$ cat src/rtl/dsb_pkg.sv
package dsb_pkg;

  // Sign-pair outcome; the encoding is the {upper, lower} sign pair itself.
  typedef enum logic [1:0] {
    SP_POS = 2'b00,
    SP_OVF = 2'b01,
    SP_UNF = 2'b10,
    SP_NEG = 2'b11
  } sign_pair_e;

  function automatic logic fa_sum(input logic x, input logic y, input logic c);
    return x ^ y ^ c;
  endfunction

  function automatic logic fa_carry(input logic x, input logic y, input logic c);
    return (x & y) | (x & c) | (y & c);
  endfunction

endpackage

$ cat src/rtl/dsb_operand_prep.sv
module dsb_operand_prep #(
  parameter int DATA_W = 8,
  localparam int EXT_W = DATA_W + 1
) (
  input  logic [DATA_W-1:0] a_i,
  input  logic [DATA_W-1:0] b_i,
  input  logic              sub_i,
  output logic [EXT_W-1:0]  a_ext_o,
  output logic [EXT_W-1:0]  b_ext_o,
  output logic              cin_o
);

  function automatic logic [EXT_W-1:0] widen(input logic [DATA_W-1:0] v);
    return {v[DATA_W-1], v};
  endfunction

  // Subtraction: invert the whole widened word (both sign copies), +1 via carry-in.
  function automatic logic [EXT_W-1:0] cond_invert(input logic [EXT_W-1:0] v,
                                                   input logic inv);
    return inv ? ~v : v;
  endfunction

  assign a_ext_o = widen(a_i);
  assign b_ext_o = cond_invert(widen(b_i), sub_i);
  assign cin_o   = sub_i;

endmodule

$ cat src/rtl/dsb_ripple_adder.sv
module dsb_ripple_adder
  import dsb_pkg::*;
#(
  parameter int WIDTH = 9
) (
  input  logic [WIDTH-1:0] x_i,
  input  logic [WIDTH-1:0] y_i,
  input  logic             cin_i,
  output logic [WIDTH-1:0] s_o
);

  // Carry into each position; the carry out of the top position is dropped.
  logic [WIDTH-1:0] carry;

  assign carry[0] = cin_i;

  for (genvar i = 0; i < WIDTH; i++) begin : g_bit
    assign s_o[i] = fa_sum(x_i[i], y_i[i], carry[i]);
    if (i < WIDTH - 1) begin : g_carry
      assign carry[i+1] = fa_carry(x_i[i], y_i[i], carry[i]);
    end
  end

endmodule

$ cat src/rtl/dsb_sign_classifier.sv
module dsb_sign_classifier
  import dsb_pkg::*;
(
  input  logic       upper_i,
  input  logic       lower_i,
  output logic       ovf_pos_o,
  output logic       ovf_neg_o,
  output logic       err_o,
  output logic       sign_o
);

  sign_pair_e pair;

  assign pair = sign_pair_e'({upper_i, lower_i});

  always_comb begin
    ovf_pos_o = 1'b0;
    ovf_neg_o = 1'b0;
    unique case (pair)
      SP_OVF:  ovf_pos_o = 1'b1;
      SP_UNF:  ovf_neg_o = 1'b1;
      default: ;
    endcase
  end

  assign err_o  = upper_i ^ lower_i;
  assign sign_o = upper_i;

endmodule

$ cat src/rtl/dual_sign_addsub.sv
module dual_sign_addsub #(
  parameter int DATA_W = 8
) (
  input  logic [DATA_W-1:0] a_i,
  input  logic [DATA_W-1:0] b_i,
  input  logic              sub_i,
  output logic [DATA_W-1:0] sum_o,
  output logic              ovf_pos_o,
  output logic              ovf_neg_o,
  output logic              err_o,
  output logic              sign_o
);

  localparam int EXT_W = DATA_W + 1;

  // Named internal events, visible to the bound checker.
  logic [EXT_W-1:0] a_ext;
  logic [EXT_W-1:0] b_ext;
  logic             cin;
  logic [EXT_W-1:0] sum_ext;

  dsb_operand_prep #(.DATA_W(DATA_W)) u_prep (
    .a_i     (a_i),
    .b_i     (b_i),
    .sub_i   (sub_i),
    .a_ext_o (a_ext),
    .b_ext_o (b_ext),
    .cin_o   (cin)
  );

  dsb_ripple_adder #(.WIDTH(EXT_W)) u_add (
    .x_i   (a_ext),
    .y_i   (b_ext),
    .cin_i (cin),
    .s_o   (sum_ext)
  );

  dsb_sign_classifier u_cls (
    .upper_i   (sum_ext[EXT_W-1]),
    .lower_i   (sum_ext[DATA_W-1]),
    .ovf_pos_o (ovf_pos_o),
    .ovf_neg_o (ovf_neg_o),
    .err_o     (err_o),
    .sign_o    (sign_o)
  );

  assign sum_o = sum_ext[DATA_W-1:0];

endmodule

$ cat config.mk
export PLATFORM = sky130hd
export DESIGN_NAME = dual_sign_addsub
export DESIGN_NICKNAME = d
export VERILOG_FILES = /design/src/rtl/dsb_pkg.sv /design/src/rtl/dsb_operand_prep.sv /design/src/rtl/dsb_ripple_adder.sv /design/src/rtl/dsb_sign_classifier.sv /design/src/rtl/dual_sign_addsub.sv
export SDC_FILE = /design/constraint.sdc
export NUM_CORES = 1
export LEC_CHECK = 0
export BUFFER_PORTS_ARGS = -buffer_cell sky130_fd_sc_hd__buf_4
export CORE_AREA = 2 2 39 41
export DETAILED_ROUTE_END_ITERATION = 10
export DIE_AREA = 0 0 41 43
export GPL_ROUTABILITY_DRIVEN = 0
export SLEW_MARGIN = 20
export SYNTH_ARGS = -nofsm -noshare
export SYNTH_HDL_FRONTEND = slang
export SYNTH_SLANG_ARGS = --single-unit
$ cat constraint.sdc
create_clock -name vclk -period 4.45
set_input_delay 0.2225 -clock vclk [all_inputs]
set_output_delay 0.2225 -clock vclk [all_outputs]
set_load 0.005 [all_outputs]
# == Word-level counts from Yosys, hierarchy flattened ==
# Cells that the tools add are included.
# word_totals
regBits,0
input_bits,17
output_inout_bits,12
wordCells,65
# classes
eq_ne,2
mux,3
n_bitwise,60
# op_table
operator,count
bitwise AND 1 bit,24
bitwise XOR 1 bit,19
OR 1 bit,16
2-to-1 mux 9 bit,1
inverter 9 bit,1
"== test 2 x 1 -> 1 bit, second input constant",1
"== test 2 bit, second input constant",1
2-to-1 mux 1 bit,2

# == Depth between registers and ports, before layout ==
# depth
depth_word,29
ltp_mapped,13
ltp_nobuf,12

# == Modules after synthesis ==
# A second synthesis with hierarchy kept.
# unflattened
cells_unflattened,40
hier_area_um2,410.4
# by_module_without_submodules
mod,instances,cells_each,area_each_um2,seq_area_each_um2
dsb_ripple_adder,1,14,202.7,0.0
dsb_operand_prep,1,20,163.9,0.0
dsb_sign_classifier,1,6,43.8,0.0

# == Worst setup path before layout ==
# No wires, ideal clock.
# synth_path
path_kind,input-to-output
from,input port sub_i
to,output port err_o
t_arrival_ns,3.312
required_ns,4.228
slack_ns,0.915
path_stages,13
path_buffers,1
path_cell_list,buf_6 -> xor2_1 -> fa_1 -> fa_1 -> inv_1 -> fa_1 -> fa_1 -> fa_1 -> fa_1 -> fa_1 -> inv_1 -> ha_1 -> inv_1
# synth_via
elab_cells_between_ends,46
classes_between,mux (1); bitwise (45)
# synth_rtl
item,line,source
from (decl),dual_sign_addsub.sv:6,"input logic sub_i,"
2-to-1 mux 9 bit,dsb_operand_prep.sv:20,return inv ? ~v : v;
bitwise AND 1 bit,dsb_pkg.sv:16,return (x & y) | (x & c) | (y & c);
OR 1 bit (2 in series),dsb_pkg.sv:16,
bitwise AND 1 bit,dsb_pkg.sv:16,
OR 1 bit (2 in series),dsb_pkg.sv:16,
bitwise AND 1 bit,dsb_pkg.sv:16,
OR 1 bit (2 in series),dsb_pkg.sv:16,
bitwise AND 1 bit,dsb_pkg.sv:16,
[3 not listed],n/a,
OR 1 bit (2 in series),dsb_pkg.sv:16,
bitwise AND 1 bit,dsb_pkg.sv:16,
OR 1 bit (2 in series),dsb_pkg.sv:16,
bitwise AND 1 bit,dsb_pkg.sv:16,
OR 1 bit (2 in series),dsb_pkg.sv:16,
bitwise XOR 1 bit *,dsb_pkg.sv:12,return x ^ y ^ c;
net u_cls.lower_i,dsb_sign_classifier.sv:5,"input logic lower_i,"
bitwise XOR 1 bit *,dsb_sign_classifier.sv:26,assign err_o = upper_i ^ lower_i;
to (decl),dual_sign_addsub.sv:10,"output logic err_o,"
# The timed path passes the listed nets; every way through them passes the cells marked *.

# == Final worst setup path ==
# layout_path
from,input port sub_i
to,output port err_o
# layout_via
elab_chain_len,27
elab_cells_between_ends,46
classes_between,mux (1); bitwise (45)
# layout_rtl
item,line
2-to-1 mux 9 bit,dsb_operand_prep.sv:20
bitwise AND 1 bit,dsb_pkg.sv:16
OR 1 bit (2 in series),dsb_pkg.sv:16
bitwise AND 1 bit,dsb_pkg.sv:16
OR 1 bit (2 in series),dsb_pkg.sv:16
bitwise AND 1 bit,dsb_pkg.sv:16
OR 1 bit (2 in series),dsb_pkg.sv:16
bitwise AND 1 bit,dsb_pkg.sv:16
[5 not listed],n/a
bitwise AND 1 bit,dsb_pkg.sv:16
OR 1 bit (2 in series),dsb_pkg.sv:16
bitwise AND 1 bit,dsb_pkg.sv:16
OR 1 bit (2 in series),dsb_pkg.sv:16
bitwise AND 1 bit,dsb_pkg.sv:16
OR 1 bit (2 in series),dsb_pkg.sv:16
bitwise XOR 1 bit,dsb_pkg.sv:12
bitwise XOR 1 bit *,dsb_sign_classifier.sv:26
# Every way passes the cells marked *; elsewhere a longest branch is shown, timed or not.

==> results.md <==
* Ant. Diodes at 0
* Fin nets at 86
* Initial core utilization at 22.0%
* Share of cells above drive strength 1 at 50.8%
* Count of cell types in the netlist at 9
* Setup violation total in the final timing report at 0
* Input/output buffers at 29
* Initial DRC count at 0
* DR WL/cell at 7.45 um
* Slew Limit Fails at 0
* RSZ-0062 raised after global routing: false
* Status: finished clean
* Slew headroom at 86.7%
* Final worst-path cycle share at 84.6%
* Die area at 0.00176 mm^2
* First-pass GRT wire length at 952 um
* Final core occ at a little under two fifths
* Multi-input gate area at 240 um^2
* Power Total at 102 uW
* # fillers at 149
* Endpoints failing hold at 0
* DR vias/cell at 3.73
* Critical Path, Cell by Cell: buf_4 -> xor2_1 -> fa_1 -> fa_1 -> inv_1 -> fa_1 -> fa_1 -> fa_1 -> fa_1 -> fa_1 -> inv_1 -> ha_1 -> inv_1 -> buf_4
* Die width at 41 um
* Worst endpoint data arrival time at about 3500 ps
* Core Rows at 14
* Worst EP required at 4230 ps
* Residual DRC at 0
* HPWL Detailed at 549 um
* Hold buffers post-CTS at 0
* Post_cts resized at 0
* Top cell by count, worst path: fa_1
* Syn Inst Count at 32
* Drt pass-1 iters at 1
* Finished Layout Cells at 75
* Max-Cap Viols at 0
* Pwr dens at approximately 200 mW/mm^2
* GRT overflow at 0
* CP max stage delay at 510 ps
* Area growth, synth to finish at 72.0%
* Worst IR drop on VDD at 0.0926 mV
* Static Leak at 0.000295 uW
* Critical path class: in -> out
* Gr usage total at 7.27%
* CORE AREA at 0.00138 mm^2
* Die height at 43 um
* Register area at 0 um^2
* Seq_cells at 0
* Drt total wl at 559 um
* # IOs at 29
* Register area share after synthesis at 0%
* Fin crit period at about 3800 ps
* Placed cell count at 75
* Vias post-DR at 280
* Remaining antenna violation count at 0
* Startpoint Class: input port
* Initial antenna violation count at 0
* Endpoint class of the critical path: primary output
* Largest net degree at the start of global routing at 9
* CLK BUF at 0
* Tightest Pin Transition at 199 ps
* Critical-path maximum fanout at 8
* Syn nets at 57
* Crit-path slowest cell: fa_1
* # Post-CTS Setup Buffers at 0
* Fmax at ~270 MHz
* Vias in the first global route at between 200 and 300
* Yosys Warn Count at 0
* Setup TNS at 0 ps
* Mapped Area at 304 um^2
* Hold crit path type: in -> out
* Syn avg cell area at 9.50 um^2
[Yosys cell counts]
library cell,n,area share [%]
buf_6,1,3.7
ha_1,1,4.1
fa_1,7,46
mux2_2,1,3.7
buf_4,1,2.5
and2_1,1,2.1
xor2_1,4,12
xnor2_1,4,12
inv_1,12,15
[critical path: cells and delay by family]
| family | cells | cell delay (ps) |
|---|---|---|
| adders and majority gates | 8 | 2700 |
| xor gates and xnor gates | 1 | 200 |
| buffers and inverters | 5 | 430 |
[final cells by class]
cell class / instances / area share, %
well taps: 16 / 3.83
repair buffers: 29 / 41.6
inverters: 12 / 8.61
multi-input cells: 18 / 45.9
[per-stage QoR]
step | instance area [um^2] | hold slack (ps) | setup slack [ps]
after floorplan | 304 | 496 | 915
after global placement | 523 | 711 | 675
after detailed placement | 523 | 711 | 661
after CTS | 523 | 711 | 654
after global routing | 523 | 724 | 487
final | 523 | 710 | 684
[where the power goes]
part,switching (uW),leakage [uW],internal [uW],total [uW]
clock,0,0,0,0
combinational,40.1,0.000295,62.3,102
sequential,0,0,0,0
[kinds of logic after synthesis]
family,after synthesis,synth area share (%)
AND/OR/NAND/NOR,1,2.06
multiplexers,1,3.70
XOR/XNOR,8,23.0
buffers and inverters,14,21.0
adder cells (fa/ha/maj),8,50.2
[per-layer routing]
metal | share of wire (%) | track usage [%] | up-vias
met5 | 0 | 0 | -
met1 | 32 | 9.51 | 122
met3 | 17 | 0 | 0
li1 | - | - | 138
met2 | 51 | 13.4 | 20
met4 | 0 | 0 | 0
[cell usage in the layout (no fill, tap or decap)]
cell / instances
and2_1: 1
xnor2_1: 4
buf_4: 29
fa_1: 7
mux2_2: 1
inv_1: 12
ha_1: 1
xor2_1: 4
[worst paths after layout]
| path | startpoint | endpoint | slack [ps] | cells after the start |
|---|---|---|---|---|
| worst min-delay path | b_i[0] | sum_o[0] | 710 | 3 |
| worst max-delay path | sub_i | err_o | 680 | 14 |
(Power assumes the default switching activity.)
